<file path="src/rtl/twostrike_wdt.sv">
module twostrike_wdt #(
  parameter int CW = 10
) (
  input  logic        clk,
  input  logic        rst_n,
  input  logic        tick_en,
  input  logic        strap_hi,
  input  logic        no_reboot,
  input  logic        smi_tco_en,
  input  logic        bus_wr,
  input  logic [3:0]  bus_addr,
  input  logic [15:0] bus_wdata,
  output logic [15:0] bus_rdata,
  output logic        smi_req,
  output logic        sys_reset_req
);

  localparam logic [3:0] A_RLD = 4'd0, A_DIN = 4'd1, A_DOUT = 4'd2, A_ST1 = 4'd3,
                         A_ST2 = 4'd4, A_CT1 = 4'd5, A_CT2 = 4'd6, A_MS1 = 4'd7,
                         A_MS2 = 4'd8, A_WDC = 4'd9, A_TMR = 4'd10, A_IRQ = 4'd11;
  localparam logic [15:0] M_ST1 = 16'h000E, M_ST2 = 16'h0006,
                          M_CT1 = 16'h1800, M_CT2 = 16'h000F;
  localparam int HALT = 11, LOCK = 12;
  localparam int B_SWSMI = 1, B_INT = 2, B_TO = 3;
  localparam logic [15:0] STRIKE2 = 16'h0006;
  localparam int PADW = 16 - CW;

  logic [15:0] rld, sts1, sts2, ctrl1, ctrl2;
  logic [CW-1:0] tmr;
  logic [7:0]  din, dout, msg1, msg2, wdcnt, irqg;
  logic        running, strike, smi_q, rst_q;

  wire [15:0] tmr16    = {{PADW{1'b0}}, tmr};
  wire        tmr_ok   = tmr > CW'(1);
  wire        can_run  = !ctrl1[HALT] && tmr_ok;
  wire [15:0] ctrl1_nx = (bus_wdata & M_CT1) | (ctrl1 & (16'h1 << LOCK));
  wire        boot     = strike && !strap_hi && !no_reboot;

  assign smi_req       = smi_q;
  assign sys_reset_req = rst_q;

  always_comb begin
    case (bus_addr)
      A_RLD:   bus_rdata = rld;
      A_DIN:   bus_rdata = {8'h0, din};
      A_DOUT:  bus_rdata = {8'h0, dout};
      A_ST1:   bus_rdata = sts1;
      A_ST2:   bus_rdata = sts2;
      A_CT1:   bus_rdata = ctrl1;
      A_CT2:   bus_rdata = ctrl2;
      A_MS1:   bus_rdata = {8'h0, msg1};
      A_MS2:   bus_rdata = {8'h0, msg2};
      A_WDC:   bus_rdata = {8'h0, wdcnt};
      A_TMR:   bus_rdata = tmr16;
      A_IRQ:   bus_rdata = {8'h0, irqg};
      default: bus_rdata = 16'h0;
    endcase
  end

  always_ff @(posedge clk) begin
    if (!rst_n) begin
      rld <= '0; sts1 <= '0; sts2 <= '0; ctrl1 <= '0; ctrl2 <= 16'h0008;
      tmr <= CW'(4); din <= '0; dout <= '0; msg1 <= '0; msg2 <= '0;
      wdcnt <= '0; irqg <= 8'h03; running <= 1'b0; strike <= 1'b0;
      smi_q <= 1'b0; rst_q <= 1'b0;
    end else begin
      smi_q <= 1'b0;
      rst_q <= 1'b0;
      if (bus_wr) begin
        case (bus_addr)
          A_RLD: begin
            strike <= 1'b0;
            if (can_run) begin
              rld <= tmr16;
              running <= 1'b1;
            end else begin
              rld <= bus_wdata;
            end
          end
          A_DIN: begin
            din <= bus_wdata[7:0];
            sts1[B_SWSMI] <= 1'b1;
            smi_q <= 1'b1;
          end
          A_DOUT: begin
            dout <= bus_wdata[7:0];
            sts1[B_INT] <= 1'b1;
          end
          A_ST1: sts1 <= bus_wdata & M_ST1;
          A_ST2: sts2 <= bus_wdata & M_ST2;
          A_CT1: begin
            ctrl1 <= ctrl1_nx;
            if (!ctrl1_nx[HALT] && tmr_ok) begin
              rld <= tmr16;
              running <= 1'b1;
            end else begin
              running <= 1'b0;
            end
          end
          A_CT2: ctrl2 <= bus_wdata & M_CT2;
          A_MS1: msg1 <= bus_wdata[7:0];
          A_MS2: msg2 <= bus_wdata[7:0];
          A_WDC: wdcnt <= bus_wdata[7:0];
          A_TMR: tmr <= bus_wdata[CW-1:0];
          A_IRQ: irqg <= bus_wdata[7:0];
          default: ;
        endcase
      end else if (running && tick_en) begin
        if (rld[CW-1:0] > CW'(1)) begin
          rld[CW-1:0] <= rld[CW-1:0] - CW'(1);
        end else begin
          sts1[B_TO] <= 1'b1;
          strike <= !strike;
          if (strike) sts2 <= sts2 | STRIKE2;
          if (boot) begin
            rst_q <= 1'b1;
            running <= 1'b0;
            rld <= '0;
          end else begin
            smi_q <= smi_tco_en;
            rld <= tmr16;
          end
        end
      end
    end
  end

  a_r5_reset_stops: assert property (@(posedge clk) disable iff (!rst_n)
    sys_reset_req |-> (!running && rld == 16'h0));
  a_r5_reset_flags: assert property (@(posedge clk) disable iff (!rst_n)
    sys_reset_req |-> ((sts2 & STRIKE2) == STRIKE2));
  a_r6_reset_gated: assert property (@(posedge clk) disable iff (!rst_n)
    sys_reset_req |-> $past(!strap_hi && !no_reboot));
  a_r8_lock_sticky: assert property (@(posedge clk) disable iff (!rst_n)
    $past(ctrl1[LOCK]) |-> ctrl1[LOCK]);
  a_r2_halt_stops: assert property (@(posedge clk) disable iff (!rst_n)
    running |-> !ctrl1[HALT]);
  a_r11_reset_pulse: assert property (@(posedge clk) disable iff (!rst_n)
    sys_reset_req |=> !sys_reset_req);

endmodule

</file>
<file path="config.mk">
export PLATFORM = sky130hd
export DESIGN_NAME = twostrike_wdt
export DESIGN_NICKNAME = d
export VERILOG_FILES = /design/src/rtl/twostrike_wdt.sv
export SDC_FILE = /design/constraint.sdc
export NUM_CORES = 1
export LEC_CHECK = 0
export ABC_AREA = 0
export BUFFER_PORTS_ARGS = -buffer_cell sky130_fd_sc_hd__buf_2
export CORE_UTILIZATION = 35
export CTS_CLUSTER_SIZE = 10
export DETAILED_ROUTE_END_ITERATION = 12
export SLEW_MARGIN = 40
export SYNTH_ARGS = -nofsm -noshare
export SYNTH_HDL_FRONTEND = slang
export SYNTH_SLANG_ARGS = --single-unit
</file>
<file path="constraint.sdc">
create_clock -name clk -period 2.8 [get_ports clk]
set_input_delay 0 -clock clk [delete_from_list [all_inputs] [get_ports clk]]
set_output_delay 0 -clock clk [all_outputs]
set_load 0.05 [all_outputs]
</file>
# After elaboration in Yosys (flattened, before gate mapping)
# Index checks and enable logic that the tools add are counted.
[word_totals]
word_cells = 116
reg_bits = 117
out_inout_bits = 18
in_bits = 27
[op_classes]
n_eq_ne = 18
reduce_logical = 35
mux = 37
bitwise = 3
order_cmp = 2
addsub = 1
[ops]
columns = ["operator", "count"]
rows = [
  ["case mux 16 bit (12 select lines)", 1],
  ["2-to-1 mux 16 bit", 6],
  ["case mux 16 bit (2 select lines)", 1],
  ["AND reduction 2 bit", 12],
  ["> comparator 10 x 1 -> 1 bit (second input constant)", 2],
  ["2-to-1 mux 1 bit", 20],
  ["2-to-1 mux 10 bit", 2],
  ["equality test 4 x 3 -> 1 bit (second input constant)", 4],
  ["equality test 4 bit (second input constant)", 4],
  ["OR 13 bit", 1],
  ["nonzero test 2 bit", 5],
  ["subtractor 10 x 1 -> 10 bit (second input constant)", 1],
  ["2-to-1 mux 3 bit", 3],
  ["AND reduction 3 bit", 3],
  ["equality test 4 x 2 -> 1 bit (second input constant)", 2],
  ["AND reduction 4 bit", 2],
  ["2-to-1 mux 6 bit", 1],
  ["!= test 2 x 1 -> 1 bit (second input constant)", 3],
  ["!= test 3 bit (second input constant)", 2],
  ["case mux 1 bit (2 select lines)", 3],
  ["logical AND 1 bit", 5],
  ["zero test 1 bit", 5],
  ["AND reduction 5 bit", 1],
  ["equality test 4 x 1 -> 1 bit (second input constant)", 1],
  ["other kinds (5)", 6],
]

# Longest topological paths before layout
[depth]
word_depth = 7
ltp_mapped = 8
depth_no_buf = 7

# Worst setup path after synthesis
# Ideal clock, no wire load.
[synth_path]
path_type = "reg2reg"
startpoint = "register rld[4]"
endpoint = "register rld[4]"
slack_ns = 0.787
t_required_ns = 2.681
synth_period_minus_slack_ns = 2.013
arrival_time_ns = 1.894
setup_time_ns = 0.119
path_stages_with_launch = 7
path_buffers = 1
path_cell_list = "dfxtp_1 -> buf_6 -> or4_4 -> nor4_4 -> nor2_2 -> a221o_1 -> o221a_1"
[synth_via]
elab_chain_len = 4
elab_cells_between_ends = 5
cone_classes = "add/sub: 1; order compare: 1; mux: 3"
[synth_rtl]
columns = ["element", "line_no", "rtl"]
rows = [
  ["start, declared", "28", "logic [15:0] rld, sts1, sts2, ctrl1, ctrl2;"],
  ["start signal, assigned", "74", "rld <= tmr16;"],
  ["start signal, assigned", "77", "rld <= bus_wdata;"],
  ["start signal, assigned", "94", "rld <= tmr16;"],
  ["subtractor 10 x 1 -> 10 bit / > comparator 10 x 1 -> 1 bit (equally long branches)", "110, 109", ""],
  ["2-to-1 mux 10 bit (*)", "109", "if (rld[CW-1:0] > CW'(1)) begin"],
  ["2-to-1 mux 16 bit (*)", "108", "end else if (running && tick_en) begin"],
  ["2-to-1 mux 16 bit (*)", "69", "if (bus_wr) begin"],
]
# Every way passes the cells marked *; elsewhere a longest branch is shown, timed or not. The select of a mux whose other input is x is not followed.
# A chain may end at the register's enable or synchronous reset.

# Worst setup path after layout
[layout_path]
startpoint = "register rld[4]"
endpoint = "register smi_q (netlist: smi_req)"
[layout_via]
elab_chain_len = 4
[layout_rtl]
columns = ["element", "line_no", "rtl"]
rows = [
  ["> comparator 10 x 1 -> 1 bit", "109", ""],
  ["2-to-1 mux 1 bit", "109", ""],
  ["2-to-1 mux 1 bit", "108", ""],
  ["2-to-1 mux 1 bit", "69", ""],
  ["end signal, assigned", "120", "smi_q <= smi_tco_en;"],
  ["end, declared", "31", "logic running, strike, smi_q, rst_q;"],
]
# No other way between the ends.

==> impl_metrics.csv <==
group,metric,value,unit
synth,async_flop_share,0,
placed_design,port-buffer-count,44,
final_layout,nets,639,
power,power.leakage,1.94,nW
timing,fin_setup_tns,0,ns
routing,via_per_inst,5.91,
routing,drtIter0Drc,404,
global_routing,overflow,0,
power,finalPower,2.97,mW
worst_setup_path,critPathArrivalTime,2.93,ns
global_routing,grt_pass1_vias,4488,
timing,setup_viol,0,
placed_design,gp_congestion,0.862,
routing,drc_errors,0,
clock_network,clk_pin_slew,0.06,ns
synth,syn_inst,571,
synth,synthTopCellsByArea,"dfxtp_1 (38%), a21boi_0 (8.8%), nand3_1 (6.5%), nand2_1 (6.0%), o21ai_0 (3.9%)",
die,rows,41,
synth,synth_edf_count,0,
die,dieHeight,117,µm
timing,holdWs,0.00480,ns
clock_network,cts-root-buf,"clkbuf_16",
worst_setup_path,critPathKind,"register to register",
power,vdd.ir_drop.worst,0.392,mV
clock_network,htreeDepth,3,
die,die_w,117,µm
global_routing,grt_pass1_wl,24.4,mm
outcome,status,"complete, no violations",
clock_network,post-cts-setup-buffers,0,
die,fp.coreArea,12800,µm²
clock_network,cts_buffer_depth,2,
timing,rsz0062_at_grt,"false",
synth,synth_seq_cells,89,
min_path,holdPathStages,3,
final_layout,final_util,0.430,
timing,min_period,2.65,ns
synth,synth_area_leader_cell,"dfxtp_1",
synth,yosysSeqAreaShare,0.382,
final_layout,drive_gt1_frac,0.157,
worst_setup_path,required,3.08,ns
final_layout,antenna_cells,0,
timing,finalHoldViolations,0,
die,start_util,0.364,
timing,tightest_slew,0.771,ns
routing,wl_per_cell,19.3,µm
clock_network,worstSkewPairLatency,0.35,ns
worst_setup_path,worstSetupStartpointType,"register",
routing,finalWirelength,15.2,mm
placed_design,pre_cts_slack,0.599,ns
timing,fmax,377,MHz
global_routing,grt_max_degree,54,
timing,drv_slew,0,
worst_setup_path,cp_max_fo,11,
synth,avgSynthCellArea,8.17,µm²
timing,relSlewSlack,0.484,
die,top_level_ports,45,
worst_setup_path,cp-end-kind,"register",
routing,ant_nets,0,
run,cap_violations,0,
clock_network,cts_sinks,89,
synth,synthesis.nets,600,
timing,finalCritPeriodShare,0.946,
global_routing,grt_usage,0.224,
routing,vias,4643,
timing,finalWorstSetupSlack,0.151,ns
min_path,hp-class,"input port to register",
power,p_per_area,538,nW/µm²
clock_network,numCtsBuffers,9,
clock_network,cts_tree,"yes",
die,dieArea,13800,µm²
placed_design,dp_hpwl,10.3,mm
synth,synth.distinct_cells,60,
synth,yosysTopAreaCellShare,0.382,
routing,first_pass_iters,7,
global_routing,antenna_found_initial,0,
synth,ys_warn_count,0,
worst_setup_path,ff2ff_path_depth,6,
synth,ys.flop_type,"dfxtp_1",
synth,netlist_area,4670,µm²
timing,skew,0.0119,ns
final_layout,syn_to_final_growth,18.1,%
## cell usage after synthesis (3+ instances only)
cell type  instances
mux2_2             6
o21ai_0           36
a31oi_1            8
nor3b_1            3
a221oi_1           8
dfxtp_1           89
nor2_1            20
a21boi_1           3
a21o_1             5
nor2b_1           15
clkbuf_1          38
o221ai_1           3
and2_1             8
nand3_1           61
inv_1              5
a222oi_1           5
buf_1              3
nor4_1             5
a22oi_1           13
a21oi_1           13
nor3_1             9
mux2i_1           14
nand4_1            5
nand2_1           75
buf_2              5
a21boi_0          55
xor2_1             6
nand2b_1           5
a22o_1             6
## cell type report
type	count	area, µm²
inverters	5	18.8
clock buffers	11	253
clock inverters	3	65.1
repair buffers	77	503
fillers	1305	7310
flip-flops and latches	89	1780
well taps	172	215
multi-input cells	428	2680
## worst paths after layout
check / start / endpoint / slack [ns]
setup / recovery: rld[4]$_SDFFE_PN0P_ / smi_req$_SDFF_PN0_ / 0.15
hold reg to reg: dout[2]$_SDFFE_PN0P_ / dout[2]$_SDFFE_PN0P_ / 0.46
setup reg to reg: rld[4]$_SDFFE_PN0P_ / smi_req$_SDFF_PN0_ / 0.15
hold / removal: bus_wdata[4] / msg1[4]$_SDFFE_PN0P_ / 0.005
## layout by cell type (no fill, tap or decap), types with 6 or more instances in the layout
cell,n
a21boi_0,55
a21oi_1,13
a221oi_1,8
a22o_1,6
a22oi_1,13
a31oi_1,8
and2_1,8
buf_2,43
buf_4,21
clkbuf_16,9
dfxtp_1,89
dlygate4sd3_1,13
mux2_2,6
mux2i_1,14
nand2_1,75
nand3_1,61
nor2_1,20
nor2b_1,15
nor3_1,8
o21ai_0,36
xor2_1,6
## worst max-delay path, cell delays in order (launching register included)
cell and delay [ns]:
dfxtp_1 0.38, or4_4 0.60, nor4_4 0.34, and2b_2 0.35, nand4_1 0.15, dlygate4sd3_1 0.60, a21boi_1 0.15
## sequential cells by signal (all words and copies together) (netlist names)
signal	flops
rld	16
tmr	10
din	8
dout	8
irqg	8
msg1	8
msg2	8
wdcnt	8
ctrl2	4
sts1	3
ctrl1	2
sts2	2
running	1
smi_req	1
strike	1
sys_reset_req	1
## repair_timing
action / 4_1_cts / 5_1_grt
setup endpoints to repair: 0 / 1
resized for setup: 0 / 1
endpoints found under the hold margin: 14 / 0
hold buffers: 13 / 0
## routing by layer
metal / share of wire / global-route usage / routed length (µm)
met1: 0.45 / 0.301 / 6790
met2: 0.45 / 0.354 / 6870
met3: 0.082 / 0.0538 / 1240
met4: 0.018 / 0.0681 / 276
met5: 0 / 0 / 0
## per-stage QoR
step                cell area, µm²  instances
CTS                           5510        785
global placement              5050        758
detailed placement            5060        758
floorplan                     4670        571
global route                  5510        785
finish                        5510        785
## power by group
group	internal (mW)	switching [mW]
logic	0.124	0.231
clock network	0.819	0.485
registers	1.29	0.0212
## kinds of logic (layout without fill, tap and decap cells)
group,Yosys count,after routing,synth area share
DFF,89,89,0.382
and+or+nand+nor,221,221,0.234
buffers and inverters,54,96,0.0488
muxes,20,20,0.0445
adders and majority gates,2,2,0.00536
AOI/OAI and AO/OA,177,177,0.270
xor gates and xnor gates,8,8,0.0150
No activity file was read; power rests on OpenSTA's default activity.
